**config.mk**
```make
export PLATFORM = sky130hd
export DESIGN_NAME = energyAccumTimer
export DESIGN_NICKNAME = d
export VERILOG_FILES = /design/src/rtl/energy_accum_pkg.sv /design/src/rtl/energy_accum_ctrl.sv /design/src/rtl/energy_accum_dpath.sv /design/src/rtl/energyAccumTimer.sv
export SDC_FILE = /design/constraint.sdc
export NUM_CORES = 1
export LEC_CHECK = 0
export BUFFER_PORTS_ARGS = -buffer_cell sky130_fd_sc_hd__buf_2
export CAP_MARGIN = 20
export CORE_UTILIZATION = 30
export DETAILED_ROUTE_END_ITERATION = 16
export HOLD_SLACK_MARGIN = 0.03
export SYNTH_ARGS = -nofsm -noshare
export SYNTH_HDL_FRONTEND = slang
export SYNTH_SLANG_ARGS = --single-unit
```
**constraint.sdc**
```tcl
create_clock -name clk -period 12.7 [get_ports clk]
set_input_delay 0.635 -clock clk [delete_from_list [all_inputs] [get_ports clk]]
set_output_delay 0.635 -clock clk [all_outputs]
set_load 0.005 [all_outputs]
```
**src/rtl/energy_accum_pkg.sv**
```systemverilog
package energy_accum_pkg;

  typedef struct packed {
    logic addSample;   // take the current sample
    logic innerRoll;   // inner group finishes with this sample
    logic windowDone;  // whole window finishes with this sample
  } accStrobe_t;

endpackage

```
**src/rtl/energy_accum_ctrl.sv**
```systemverilog
module energy_accum_ctrl
  import energy_accum_pkg::*;
#(
  parameter int CYCLE_W = 6,
  parameter int CNT_W   = 7,
  parameter int PRE_C0  = 42,
  parameter int PRE_C1  = 50,
  parameter int PRE_C2  = 84,
  parameter int PRE_C3  = 100
) (
  input  logic               clk,
  input  logic               rstN,
  input  logic               sampleValid,
  input  logic [1:0]         preSel,
  input  logic [CYCLE_W-1:0] cycleCount,
  input  logic               irqClear,
  output accStrobe_t         strb,
  output logic               donePulse,
  output logic               irqFlag,
  output logic [CNT_W-1:0]   innerCnt,
  output logic [CYCLE_W-1:0] outerCnt
);

  logic [CNT_W-1:0]   preTarget;
  logic [CYCLE_W-1:0] cycTarget;

  always_comb begin
    unique case (preSel)
      2'd0:    preTarget = CNT_W'(PRE_C0);
      2'd1:    preTarget = CNT_W'(PRE_C1);
      2'd2:    preTarget = CNT_W'(PRE_C2);
      default: preTarget = CNT_W'(PRE_C3);
    endcase
  end

  assign cycTarget = (cycleCount == '0) ? CYCLE_W'(1) : cycleCount;

  always_comb begin
    strb.addSample  = sampleValid;
    strb.innerRoll  = sampleValid && (innerCnt >= preTarget - CNT_W'(1));
    strb.windowDone = strb.innerRoll && (outerCnt >= cycTarget - CYCLE_W'(1));
  end

  always_ff @(posedge clk or negedge rstN) begin
    if (!rstN) begin
      innerCnt <= '0;
      outerCnt <= '0;
    end else if (strb.addSample) begin
      if (strb.innerRoll) begin
        innerCnt <= '0;
        outerCnt <= strb.windowDone ? '0 : outerCnt + CYCLE_W'(1);
      end else begin
        innerCnt <= innerCnt + CNT_W'(1);
      end
    end
  end

  always_ff @(posedge clk or negedge rstN) begin
    if (!rstN) begin
      donePulse <= 1'b0;
      irqFlag   <= 1'b0;
    end else begin
      donePulse <= strb.windowDone;
      if (strb.windowDone)
        irqFlag <= 1'b1;
      else if (irqClear)
        irqFlag <= 1'b0;
    end
  end

  AST_DONE_SINGLE: assert property (@(posedge clk) disable iff (!rstN)
    donePulse |=> !donePulse);

  AST_FLAG_ON_DONE: assert property (@(posedge clk) disable iff (!rstN)
    donePulse |-> irqFlag);

  AST_WINDOW_RESTART: assert property (@(posedge clk) disable iff (!rstN)
    donePulse |-> (innerCnt == '0 && outerCnt == '0));

  AST_IDLE_HOLD: assert property (@(posedge clk) disable iff (!rstN)
    !sampleValid |=> ($stable(innerCnt) && $stable(outerCnt)));

  AST_INNER_BOUND: assert property (@(posedge clk) disable iff (!rstN)
    innerCnt < preTarget);

endmodule

```
**src/rtl/energy_accum_dpath.sv**
```systemverilog
module energy_accum_dpath
  import energy_accum_pkg::*;
#(
  parameter int SAMPLE_W = 32,
  parameter int ACC_W    = 45
) (
  input  logic                       clk,
  input  logic                       rstN,
  input  accStrobe_t                 strb,
  input  logic signed [SAMPLE_W-1:0] sampleData,
  output logic signed [ACC_W-1:0]    resultQ
);

  localparam int EXT_W = ACC_W - SAMPLE_W;

  logic signed [ACC_W-1:0] sampleExt;
  logic signed [ACC_W-1:0] innerSum;
  logic signed [ACC_W-1:0] outerSum;
  logic signed [ACC_W-1:0] innerNext;
  logic signed [ACC_W-1:0] windowTotal;

  assign sampleExt   = {{EXT_W{sampleData[SAMPLE_W-1]}}, sampleData};
  assign innerNext   = innerSum + sampleExt;
  assign windowTotal = outerSum + innerNext;

  always_ff @(posedge clk or negedge rstN) begin
    if (!rstN) begin
      innerSum <= '0;
      outerSum <= '0;
    end else if (strb.addSample) begin
      innerSum <= strb.innerRoll ? '0 : innerNext;
      if (strb.windowDone)
        outerSum <= '0;
      else if (strb.innerRoll)
        outerSum <= windowTotal;
    end
  end

  always_ff @(posedge clk or negedge rstN) begin
    if (!rstN)
      resultQ <= '0;
    else if (strb.windowDone)
      resultQ <= windowTotal;
  end

  AST_RESULT_HOLD: assert property (@(posedge clk) disable iff (!rstN)
    !strb.windowDone |=> $stable(resultQ));

  AST_IDLE_SUMS: assert property (@(posedge clk) disable iff (!rstN)
    !strb.addSample |=> ($stable(innerSum) && $stable(outerSum)));

endmodule

```
**src/rtl/energyAccumTimer.sv**
```systemverilog
module energyAccumTimer
  import energy_accum_pkg::*;
#(
  parameter int SAMPLE_W = 32,
  parameter int CYCLE_W  = 6,
  parameter int ACC_W    = 45,
  parameter int CNT_W    = 7
) (
  input  logic                       clk,
  input  logic                       rstN,
  input  logic                       sampleValid,
  input  logic signed [SAMPLE_W-1:0] sampleData,
  input  logic [1:0]                 preSel,
  input  logic [CYCLE_W-1:0]         cycleCount,
  input  logic                       irqClear,
  output logic signed [ACC_W-1:0]    result,
  output logic                       donePulse,
  output logic                       irqFlag,
  output logic [CNT_W-1:0]           innerCount,
  output logic [CYCLE_W-1:0]         outerCount
);

  accStrobe_t strb;

  energy_accum_ctrl #(
    .CYCLE_W (CYCLE_W),
    .CNT_W   (CNT_W)
  ) u_ctrl (
    .clk         (clk),
    .rstN        (rstN),
    .sampleValid (sampleValid),
    .preSel      (preSel),
    .cycleCount  (cycleCount),
    .irqClear    (irqClear),
    .strb        (strb),
    .donePulse   (donePulse),
    .irqFlag     (irqFlag),
    .innerCnt    (innerCount),
    .outerCnt    (outerCount)
  );

  energy_accum_dpath #(
    .SAMPLE_W (SAMPLE_W),
    .ACC_W    (ACC_W)
  ) u_dpath (
    .clk        (clk),
    .rstN       (rstN),
    .strb       (strb),
    .sampleData (sampleData),
    .resultQ    (result)
  );

endmodule

```
==> metrics.md <==
| Metric | Value |
|---|---|
| Slew Limit Fails | `0` |
| Die width | `195 µm` |
| RR Endpoint | `u_dpath.resultQ[41]$_DFFE_PN0P_` |
| Clock insertion delay at the later pin of the skew report | `0.44 ns` |
| CP Capture Type | `flip-flop` |
| Final hold slack | `0.227 ns` |
| GRT busiest layer | `met2` |
| Ys flop type | `dfrtp_1` |
| Class of the worst hold path | `input port to async pin` |
| Hold Vio Cnt, Final | `0` |
| Worst Path Arrival | `5.66 ns` |
| Crit path to | `u_dpath.resultQ[41]$_DFFE_PN0P_` |
| Buffers on Ports | `103` |
| CTS Hold Bufs | `0` |
| Number of synthesized flops with an enable pin | `0` |
| Post-synth ARST share | `1.00` |
| GP Congestion | `0.871` |
| Total CTS buffers | `17` |
| Vias/cell | `5.30` |
| Synthesized Nets | `1448` |
| Startpoint Class | `flip-flop` |
| Sequential share of the synthesized area | `0.334` |
| Placed cell area | `0.0122 mm²` |
| Met1 Track Usage GR | `0.238` |
| 1st-pass router iterations | `5` |
| Min Tclk post-route | `5.35 ns` |
| Synth Area per Inst | `8.71 µm²` |
| Setup violators final | `0` |
| Reg-to-Reg Start | `u_dpath.innerSum[0]$_DFFE_PN0P_` |
| Residual DRC | `0` |
| CP startpoint | `u_dpath.innerSum[0]$_DFFE_PN0P_` |
| GRT Util Overall | `0.169` |
| Clock tree buffer depth | `2` |
| Vias | `9748` |
| Die Ht | `195 µm` |
| Core ar. | `0.0367 mm²` |
| Root cell of the clock tree | `clkbuf_16` |
| Per-cell routed wire length | `17.3 µm` |
| Setup CP Type | `flip-flop to flip-flop` |
| Post-CTS Resized | `0` |
| CP peak stage delay | `0.46 ns` |
| Vias in the first global route | `9571` |
| Clk_skew | `0.0160 ns` |
| FMAX | `0.187 GHz` |
| N_diodes | `0` |
| R2R Setup Slk | `7.35 ns` |
| Clock H-tree levels | `4` |
| Starting Density | `0.306` |
| Layout cells sized above 1 | `0.144` |
| Io pins | `104` |
| #FFs+latches synth | `150` |
| Final ANT Viol Nets | `0` |
| Initial antenna violation count | `0` |
| Layout overhead on the synthesized area | `13.8%` |
| Critical Path Slowest Stage Cell | `ha_1` |
| FP Rows | `70` |
| Cells along the critical path | `ha_1, inv_1, fa_1, nor2b_1, o31a_1, o21ai_1, a31oi_1, nor2b_1, o21ai_0, a31oi_1, xnor2_1, ha_1, nand2_1, o31a_1, a31o_2, a31oi_1, o21ai_1, o21bai_1, a21boi_0, xnor2_1, mux2_2` |
| Final period util | `0.421` |
| Die Area | `0.0382 mm²` |
| Largest net degree at the start of global routing | `79` |
| Slew HR | `0.361` |
| Nets | `1516` |
| Status | `complete, no violations` |
| Gr ovfl total | `0` |
| R2R cell count | `21` |
| Yosys Warn Count | `0` |
| Routed WL | `31800 µm` |
| Synth unique cells | `72` |
| First-pass GRT wire length | `51500 µm` |
| Post-CTS setup buffers | `0` |
| Mapped cell area | `0.0112 mm²` |
| Clock slew at reported path FFs | `0.07 ns` |
| CTS tree | `yes` |
| CP max FO | `7` |
| Post-DP HPWL | `23700 µm` |
| Initial DRC Count | `573` |
| Most frequent CP cell | `a31oi_1` |
| Worst slew pin tran | `0.959 ns` |
| Cells after Synth | `1290` |
| # clock sinks | `150` |
| CP required | `13.02 ns` |
| Met2 Use GR | `0.265` |
| Met3 GRT Util | `0.0261` |
| Max-cap check violation count | `0` |
| Setup TNS | `0 ns` |
| RSZ-0062 raised after global routing | `no` |
| Final Cell Area | `0.0128 mm²` |
==> per-layer routing <==
| layer | vias to the layer above | routed length (µm) | part of all wire |
|---|---|---|---|
| met4 | 0 | 634 | 0.020 |
| met3 | 33 | 1700 | 0.053 |
| met2 | 239 | 14000 | 0.44 |
| met5 | - | 0 | 0 |
| li1 | 4795 | - | - |
| met1 | 4681 | 15400 | 0.48 |
==> flip-flops by register name, indices dropped and copies added (netlist names) <==
register          count
u_ctrl.innerCnt       7
u_dpath.resultQ      45
u_ctrl.irqFlag        1
u_dpath.outerSum     45
u_ctrl.outerCnt       6
u_ctrl.donePulse      1
u_dpath.innerSum     45
==> cells by family (layout without fill, tap and decap cells) <==
group,after synthesis,in the layout,synth area share
adders and majority gates,114,114,0.128
xor gates and xnor gates,93,93,0.0725
DFF,150,150,0.334
and+or+nand+nor,379,379,0.156
muxes,17,17,0.0168
AOI/OAI and AO/OA,417,417,0.251
buffers and inverters,120,201,0.0417
==> final cells by class <==
cell class | instances | area, µm²
tap | 468 | 586
clock buffer | 19 | 443
clock inverter | 13 | 173
inverter | 60 | 225
sequential | 150 | 3750
multi-input combinational | 1020 | 7020
fill | 3774 | 23900
timing repair buffer | 109 | 587
==> cells in the final DEF (no fill, tap or decap), types with 4 or more instances in the layout <==
cell type   instances
nand2_1           167
dfrtp_1           150
ha_1              112
buf_2             102
a21oi_1            94
o21ai_0            89
nor2_1             60
inv_1              59
xnor2_1            56
a21o_1             53
nand3_1            51
a22o_1             40
xor2_1             37
nand4_1            24
nor2b_1            22
a31o_2             17
clkbuf_16          17
o21bai_1           16
a31oi_1            16
mux2_2             15
o211ai_1           11
o31ai_1            11
and3_1             10
o21a_1              9
a211oi_1            8
nor3_1              8
o21ai_1             7
nand2b_1            7
or3_1               7
and2_1              5
a21boi_0            5
buf_4               5
nand2_2             4
clkinvlp_4          4
clkinv_4            4
==> cells in the mapped netlist, types with 3 or more instances <==
library cell,instances,area [µm²]
nand2_1,168,631
dfrtp_1,150,3750
ha_1,112,1400
a21oi_1,94,470
o21ai_0,89,445
nor2_1,61,229
inv_1,59,221
xnor2_1,56,490
a21o_1,53,398
nand3_1,51,255
clkbuf_1,43,161
a22o_1,40,350
xor2_1,37,324
nand4_1,24,150
nor2b_1,22,138
a31o_2,17,149
a31oi_1,16,100
o21bai_1,16,120
mux2_2,15,169
o211ai_1,11,82.6
o31ai_1,11,82.6
and3_1,10,62.6
o21a_1,9,67.6
a211oi_1,8,60.1
buf_2,8,40.0
nor3_1,8,40.0
buf_1,7,26.3
nand2b_1,7,43.8
o21ai_1,7,35.0
or3_1,7,43.8
a21boi_0,5,37.5
and2_1,5,31.3
a2111oi_0,3,26.3
a41oi_1,3,26.3
nand2_2,3,18.8
o21ai_2,3,26.3
o22ai_1,3,18.8
o31a_1,3,26.3
==> critical path: cells and delay by family, from the launching register on <==
family,cells,cell delay [ns]
mux,1,0.27
buf+inv,1,0.08
fa+ha+maj,3,0.87
compound gates,11,2.71
xor+xnor,2,0.32
flops,1,0.38
simple gates,3,0.57
==> metrics by stage <==
stage	setup WS (ns)	util	instances
after floorplan	8.04	-	1290
final	7.35	0.348	1839
after detailed placement	7.08	0.332	1807
after global placement	7.11	0.331	1806
after global routing	7.02	0.348	1839
after CTS	7.40	0.348	1839
==> worst min path at each step <==
stage	to	from	slack, ns
4_1_cts	u_dpath.resultQ[13]$_DFFE_PN0P_	rstN	0.26
6_report	u_dpath.resultQ[13]$_DFFE_PN0P_	rstN	0.23
3_3_place_gp	u_dpath.resultQ[32]$_DFFE_PN0P_	u_dpath.resultQ[32]$_DFFE_PN0P_	0.45
2_1_floorplan	u_ctrl.donePulse$_DFF_PN0_	rstN	0.34
5_1_grt	u_dpath.resultQ[13]$_DFFE_PN0P_	rstN	0.28
3_5_place_dp	u_dpath.resultQ[4]$_DFFE_PN0P_	u_dpath.resultQ[4]$_DFFE_PN0P_	0.46
Power is left out: the tool's default activity adds up to more than one toggle a clock period on the data nets, which glitch-free logic cannot reach.
